===== src/rtl/edo_ctrl.sv =====
module edo_ctrl #(
  parameter int CLK_MHZ     = 100,
  parameter int ROW_W       = 12,
  parameter int COL_W       = 10,
  parameter int DATA_W      = 16,
  parameter int T_RCD       = 2,
  parameter int T_CAC       = 2,
  parameter int T_RP        = 2,
  parameter int T_CSR       = 1,
  parameter int T_RAS       = 3,
  parameter int WAKE_CYCLES = 8,
  parameter int MAX_DEBT    = 8
) (
  input  logic                   clk,
  input  logic                   rst_n,
  input  logic                   req_valid,
  output logic                   req_ready,
  input  logic                   req_we,
  input  logic [ROW_W+COL_W-1:0] req_addr,
  input  logic [DATA_W-1:0]      req_wdata,
  output logic                   rd_valid,
  output logic [DATA_W-1:0]      rd_data,
  input  logic                   ref_pause,
  output logic                   wake_pend,
  output logic                   ras_n,
  output logic                   cas_n,
  output logic                   we_n,
  output logic                   oe_n,
  output logic [ROW_W-1:0]       dram_addr,
  output logic [DATA_W-1:0]      dq_out,
  output logic                   dq_oe,
  input  logic [DATA_W-1:0]      dq_in
);
  localparam int PWRUP_CYC = 100 * CLK_MHZ;
  localparam int REF_CYC   = (156 * CLK_MHZ) / 10;
  localparam int ADDR_W    = ROW_W + COL_W;
  localparam int CNT_W     = $clog2(PWRUP_CYC + 1);
  localparam int TMR_W     = $clog2(REF_CYC + 1);
  localparam int DEBT_W    = $clog2(MAX_DEBT + 1);
  localparam int WK_W      = $clog2(WAKE_CYCLES + 1);

  typedef enum logic [2:0] {S_PWR, S_IDLE, S_ROW, S_COL, S_CBR_CAS, S_CBR_RAS, S_PRE} st_t;

  st_t               state;
  logic [CNT_W-1:0]  cnt;
  logic [TMR_W-1:0]  tmr;
  logic [DEBT_W-1:0] debt, debt_nx;
  logic [WK_W-1:0]   wk_cnt;
  logic [COL_W-1:0]  col_q;
  logic              op_wr, op_ref;

  wire tick     = (state != S_PWR) && (tmr == TMR_W'(REF_CYC - 1));
  wire ref_due  = !ref_pause && (wake_pend || debt != '0);
  wire done_ref = (state == S_PRE) && (cnt == '0) && op_ref;
  wire accept   = req_valid && req_ready;

  assign req_ready = (state == S_IDLE) && !wake_pend && !ref_due;

  always_ff @(posedge clk)
    if (!rst_n)        tmr <= '0;
    else if (state != S_PWR) tmr <= tick ? '0 : tmr + 1'b1;

  always_comb begin
    debt_nx = debt;
    if (done_ref && !wake_pend && debt != '0) debt_nx = debt_nx - 1'b1;
    if (tick && debt_nx != DEBT_W'(MAX_DEBT)) debt_nx = debt_nx + 1'b1;
  end

  always_ff @(posedge clk)
    if (!rst_n) begin
      debt      <= '0;
      wake_pend <= 1'b1;
      wk_cnt    <= '0;
    end else if (wake_pend) begin
      debt <= debt_nx;
      if (done_ref) begin
        if (wk_cnt == WK_W'(WAKE_CYCLES - 1)) begin
          wake_pend <= 1'b0;
          wk_cnt    <= '0;
          debt      <= '0;
        end else wk_cnt <= wk_cnt + 1'b1;
      end
    end else begin
      debt <= debt_nx;
      if (debt_nx == DEBT_W'(MAX_DEBT)) begin
        wake_pend <= 1'b1;
        wk_cnt    <= '0;
      end
    end

  always_ff @(posedge clk)
    if (!rst_n) begin
      state     <= S_PWR;
      cnt       <= CNT_W'(PWRUP_CYC - 1);
      ras_n     <= 1'b1;
      cas_n     <= 1'b1;
      we_n      <= 1'b1;
      oe_n      <= 1'b1;
      dram_addr <= '0;
      dq_out    <= '0;
      dq_oe     <= 1'b0;
      rd_valid  <= 1'b0;
      rd_data   <= '0;
      col_q     <= '0;
      op_wr     <= 1'b0;
      op_ref    <= 1'b0;
    end else begin
      rd_valid <= 1'b0;
      if (cnt != '0) cnt <= cnt - 1'b1;
      case (state)
        S_PWR: if (cnt == '0) state <= S_IDLE;
        S_IDLE:
          if (ref_due) begin
            state  <= S_CBR_CAS;
            cas_n  <= 1'b0;
            op_ref <= 1'b1;
            op_wr  <= 1'b0;
            cnt    <= CNT_W'(T_CSR - 1);
          end else if (accept) begin
            state     <= S_ROW;
            ras_n     <= 1'b0;
            dram_addr <= req_addr[ADDR_W-1:COL_W];
            col_q     <= req_addr[COL_W-1:0];
            we_n      <= !req_we;
            op_wr     <= req_we;
            op_ref    <= 1'b0;
            dq_out    <= req_wdata;
            dq_oe     <= req_we;
            cnt       <= CNT_W'(T_RCD - 1);
          end
        S_ROW:
          if (cnt == '0) begin
            state     <= S_COL;
            cas_n     <= 1'b0;
            dram_addr <= ROW_W'(col_q);
            oe_n      <= op_wr;
            cnt       <= CNT_W'(T_CAC - 1);
          end
        S_COL:
          if (cnt == '0) begin
            if (!op_wr) begin
              rd_data  <= dq_in;
              rd_valid <= 1'b1;
            end
            state <= S_PRE;
            ras_n <= 1'b1;
            cas_n <= 1'b1;
            we_n  <= 1'b1;
            oe_n  <= 1'b1;
            dq_oe <= 1'b0;
            cnt   <= CNT_W'(T_RP - 1);
          end
        S_CBR_CAS:
          if (cnt == '0) begin
            state <= S_CBR_RAS;
            ras_n <= 1'b0;
            cnt   <= CNT_W'(T_RAS - 1);
          end
        S_CBR_RAS:
          if (cnt == '0) begin
            state <= S_PRE;
            ras_n <= 1'b1;
            cas_n <= 1'b1;
            cnt   <= CNT_W'(T_RP - 1);
          end
        S_PRE:
          if (cnt == '0) begin
            state  <= S_IDLE;
            op_ref <= 1'b0;
          end
        default: state <= S_IDLE;
      endcase
    end

  a_r1_quiet_powerup: assert property (@(posedge clk) disable iff (!rst_n)
    (state == S_PWR) |-> (ras_n && cas_n && !req_ready));
  a_r2_no_host_in_wake: assert property (@(posedge clk) disable iff (!rst_n)
    ($fell(ras_n) && cas_n) |-> !wake_pend);
  a_r3_cbr_we_high: assert property (@(posedge clk) disable iff (!rst_n)
    ($fell(ras_n) && !cas_n) |-> we_n);
  a_r5_no_ref_paused: assert property (@(posedge clk) disable iff (!rst_n)
    ($fell(cas_n) && ras_n) |-> !$past(ref_pause));
  a_r6_early_write: assert property (@(posedge clk) disable iff (!rst_n)
    ($fell(cas_n) && !we_n) |-> (!$past(we_n) && oe_n));
  a_r6_no_contention: assert property (@(posedge clk) disable iff (!rst_n)
    dq_oe |-> oe_n);
  a_r7_read_window: assert property (@(posedge clk) disable iff (!rst_n)
    rd_valid |-> !$past(oe_n));
  a_r8_precharge: assert property (@(posedge clk) disable iff (!rst_n)
    $rose(ras_n) |=> (ras_n && cas_n));
endmodule


===== config.mk =====
export PLATFORM = sky130hd
export DESIGN_NAME = edo_ctrl
export DESIGN_NICKNAME = d
export VERILOG_FILES = /design/src/rtl/edo_ctrl.sv
export SDC_FILE = /design/constraint.sdc
export NUM_CORES = 1
export LEC_CHECK = 0
export BUFFER_PORTS_ARGS = -buffer_cell sky130_fd_sc_hd__buf_4
export CAP_MARGIN = 20
export CORE_MARGIN = 2
export CORE_UTILIZATION = 35
export CTS_BUF_LIST = sky130_fd_sc_hd__clkbuf_8
export DETAILED_ROUTE_END_ITERATION = 10
export SETUP_SLACK_MARGIN = 0.1
export SLEW_MARGIN = 10
export SYNTH_ARGS = -nofsm -noshare
export SYNTH_HDL_FRONTEND = slang
export SYNTH_SLANG_ARGS = --single-unit

===== constraint.sdc =====
create_clock -name clk -period 3.3 [get_ports clk]
set_input_delay 0 -clock clk [delete_from_list [all_inputs] [get_ports clk]]
set_output_delay 0 -clock clk [all_outputs]
set_load 0.05 [all_outputs]

==> flow_summary_export.csv <==
group,metric,value,unit
floorplanning,pin_count,111,
route,via_per_inst,4.94,
timing,finalCritPeriodShare,93.0,%
critical_path,crit_family,"simple AND/OR/NAND/NOR gates",
route,num_vias,4487,
route,drt-total-wl,12700,um
global_routing,grt_max_degree,37,
pwr,comb_power_share,7.3,%
yosys,synth-main-ff-cell,"dfxtp_1",
placed_design,io_buffers,110,
pwr,p_per_area,337,mW/mm^2
cts,clk_pin_slew,0.09,ns
global_routing,grt_pass1_vias,4449,
timing,max_slew.worst_pin.slew,0.725,ns
floorplanning,die_area,0.0138,sq mm
critical_path,cp.buffers_inverters,0,
global_routing,grt_overflow,0,
critical_path,slowest_stage,"or4b_4",
pwr,seqPwrFrac,56.0,%
cells_and_area,area_growth_syn_to_layout,41.0,%
cts,htreeDepth,3,
pwr,clockPowerShare,36.7,%
timing,grt_setup_unrepaired,"no",
cts,cts-root-buf,"clkbuf_8",
floorplanning,die_w,118,um
route,wire_per_inst,14.0,um
timing,tns,0,ns
timing,slew_headroom,51.5,%
cts,clk_latency,0.37,ns
floorplanning,die_height,118,um
job,cap_violations,0,
route,ant_nets,0,
yosys,synth_edf_count,0,
critical_path,path_cells,"nor4_4 > nand4_4 > or4b_4 > o21a_1 > ha_1 > mux2i_2 > o21ai_1 > a211o_1 > o21a_4 > a32o_2",
cts,cts_sinks,99,
cells_and_area,finalNetCount,798,
timing,fmax,326,MHz
timing,period_needed,3.07,ns
critical_path,path_class,"register to register",
pwr,cellLeakagePower,2.50,nW
placed_design,dp_hpwl,8610,um
critical_path,endpoint_kind,"register",
pwr,intPower,0.00165,W
yosys,syn_avg_cell_area,7.94,sq um
cells_and_area,layout-drive-gt1-share,22.4,%
critical_path,critPathRequiredTime,3.56,ns
yosys,syn_inst,568,
pwr,vdd_drop_max,0.220,mV
cts,clk_path_buf_depth,2,
yosys,synth_area,0.00451,sq mm
timing,slew_violations,0,
cts,cts_buffers,9,
cells_and_area,n_antenna_cell,0,
cells_and_area,mostFrequentLayoutCells,"140 x nand2_1, 129 x buf_4, 98 x dfxtp_1",
outcome,outcome,"complete, no violations",
floorplanning,start_util,35.7,%
timing,finalSetupViolCount,0,
timing,hold_viol_final,0,
critical_path,arrival,3.33,ns
worst_hold_path,min_path_type,"input port to register",
placed_design,gp_congestion,0.852,
global_routing,grt_usage,18.3,%
yosys,ys_seq_area_share,43.9,%
route,wl_met3,792,um
yosys,yosysWarnings,0,
global_routing,antenna_found_initial,0,
pwr,p_sw_share,23.2,%
route,met1_length,5390,um
pwr,switchingPower,0.000496,W
floorplanning,core,0.0126,sq mm
route,drc,0,
yosys,synth.distinct_cells,57,
floorplanning,rows,41,
yosys,async_flop_share,0,%
cts,cts_tree,"done",
yosys,syn-num-nets,635,
route,drtIter0Drc,302,
global_routing,grt_first_pass_wirelength,20800,um
cells_and_area,fin_cells,908,
route,first_pass_iters,7,
critical_path,max_stage_delay,0.56,ns
placed_design,dpl.cell_count,834,
yosys,synth_seq_cells,99,
route,top_layer,"met4",
cells_and_area,final_common_cell,"nand2_1",
route,routed-wl-met2,6180,um
timing,finalClockSkew,0.0107,ns
critical_path,cp-start-kind,"register",
critical_path,crit_path_max_fanout,7,
==> path summary, 6_finish.rpt <==
kind                   start    endpoint  slack, ns  depth (start not counted)
setup reg to reg      cnt[9]   wk_cnt[1]       0.23                         10
hold reg to reg   rd_data[6]  rd_data[6]       0.46                          2
hold / removal        req_we        we_n       0.04                          3
setup / recovery      cnt[9]   wk_cnt[1]       0.23                         10
==> cells by family (layout without fill, tap and decap cells) <==
group                    after synthesis  in the layout  share of synthesized area, %
AO/OA/AOI/OAI                        124            124                          16.6
AND/OR/NAND/NOR                      268            268                          28.4
flip-flops                            99             99                          43.9
multiplexers                           6              6                          1.33
buffers and inverters                 43            211                          3.63
adder cells (fa/ha/maj)                8              8                          2.22
XOR/XNOR                              20             20                          3.88
==> what timing repair did <==
item,in CTS,in global routing
hold buffers,55,0
resized for setup,1,9
endpoints found under the hold margin,67,0
pin swaps,0,4
setup endpoints to repair,4,4
buffers inserted,0,3
==> power by group through the flow <==
stage / registers, W / clock network (W) / logic [W]
3_5_place_dp: 0.00123 / 0 / 0.0000996
3_3_place_gp: 0.00123 / 0 / 0.0000994
4_1_cts: 0.00120 / 0.000816 / 0.000153
5_1_grt: 0.00120 / 0.000862 / 0.000168
6_report: 0.00120 / 0.000787 / 0.000156
2_1_floorplan: 0.00123 / 0 / 0.0000358
==> layout make-up <==
cell class	count	area, sq um
Clock buffer	9	124
Clock inverter	7	70.1
Fill cell	1209	6260
Inverter	11	41.3
Multi-Input combinational cell	426	2410
Sequential cell	99	1990
Tap cell	172	215
Timing Repair Buffer	184	1520
==> state kept, by name (all words and copies together) (netlist names) <==
| signal | flops |
|---|---|
| op_ref | 1 |
| wake_pend | 1 |
| wk_cnt | 4 |
| state | 3 |
| ras_n | 1 |
| cas_n | 1 |
| col_q | 10 |
| dq_oe | 1 |
| dram_addr | 12 |
| dq_out | 16 |
| rd_data | 16 |
| we_n | 1 |
| tmr | 11 |
| debt | 4 |
| op_wr | 1 |
| cnt | 14 |
| oe_n | 1 |
| rd_valid | 1 |
==> per-stage QoR <==
stage	util (%)	power [W]	worst slack, ns	hold slack, ns	cell area, sq um
final	50.4	0.00214	0.232	0.0413	6360
after global routing	50.4	0.00223	0.109	0.0618	6360
after detailed placement	44.0	0.00133	0.0792	0.255	5550
after floorplan	-	0.00126	0.145	0.136	4520
after global placement	44.0	0.00133	0.223	0.248	5550
after CTS	50.0	0.00217	0.117	0.0269	6310
==> routing by layer <==
layer	vias to the layer above	global-route usage, %
met5	-	0
met4	0	7.61
met3	25	5.28
met2	139	31.7
met1	2057	21.1
li1	2266	-
==> worst reg2reg max path, stage by stage, from the launching register on <==
cell and delay (ns):
dfxtp_1 0.37, nor4_4 0.43, nand4_4 0.19, or4b_4 0.56, o21a_1 0.15, ha_1 0.31, mux2i_2 0.17, o21ai_1 0.09
a211o_1 0.24, o21a_4 0.22, a32o_2 0.26
==> cells in the mapped netlist, types with 4 or more instances <==
library cell	n	area [sq um]
nand2_1	140	526
dfxtp_1	99	1980
a21oi_1	55	275
nor2_1	48	180
clkbuf_1	30	113
o21ai_0	28	140
nand3_1	16	80.1
nor3_1	13	65.1
inv_1	11	41.3
xnor2_1	11	96.3
a311oi_1	10	87.6
xor2_1	9	78.8
ha_1	8	100
and3_1	7	43.8
mux2i_1	6	60.1
nand2b_1	6	37.5
nor2b_1	6	37.5
o21a_1	4	30.0
Note: power is estimated with default switching activity, not from simulation.
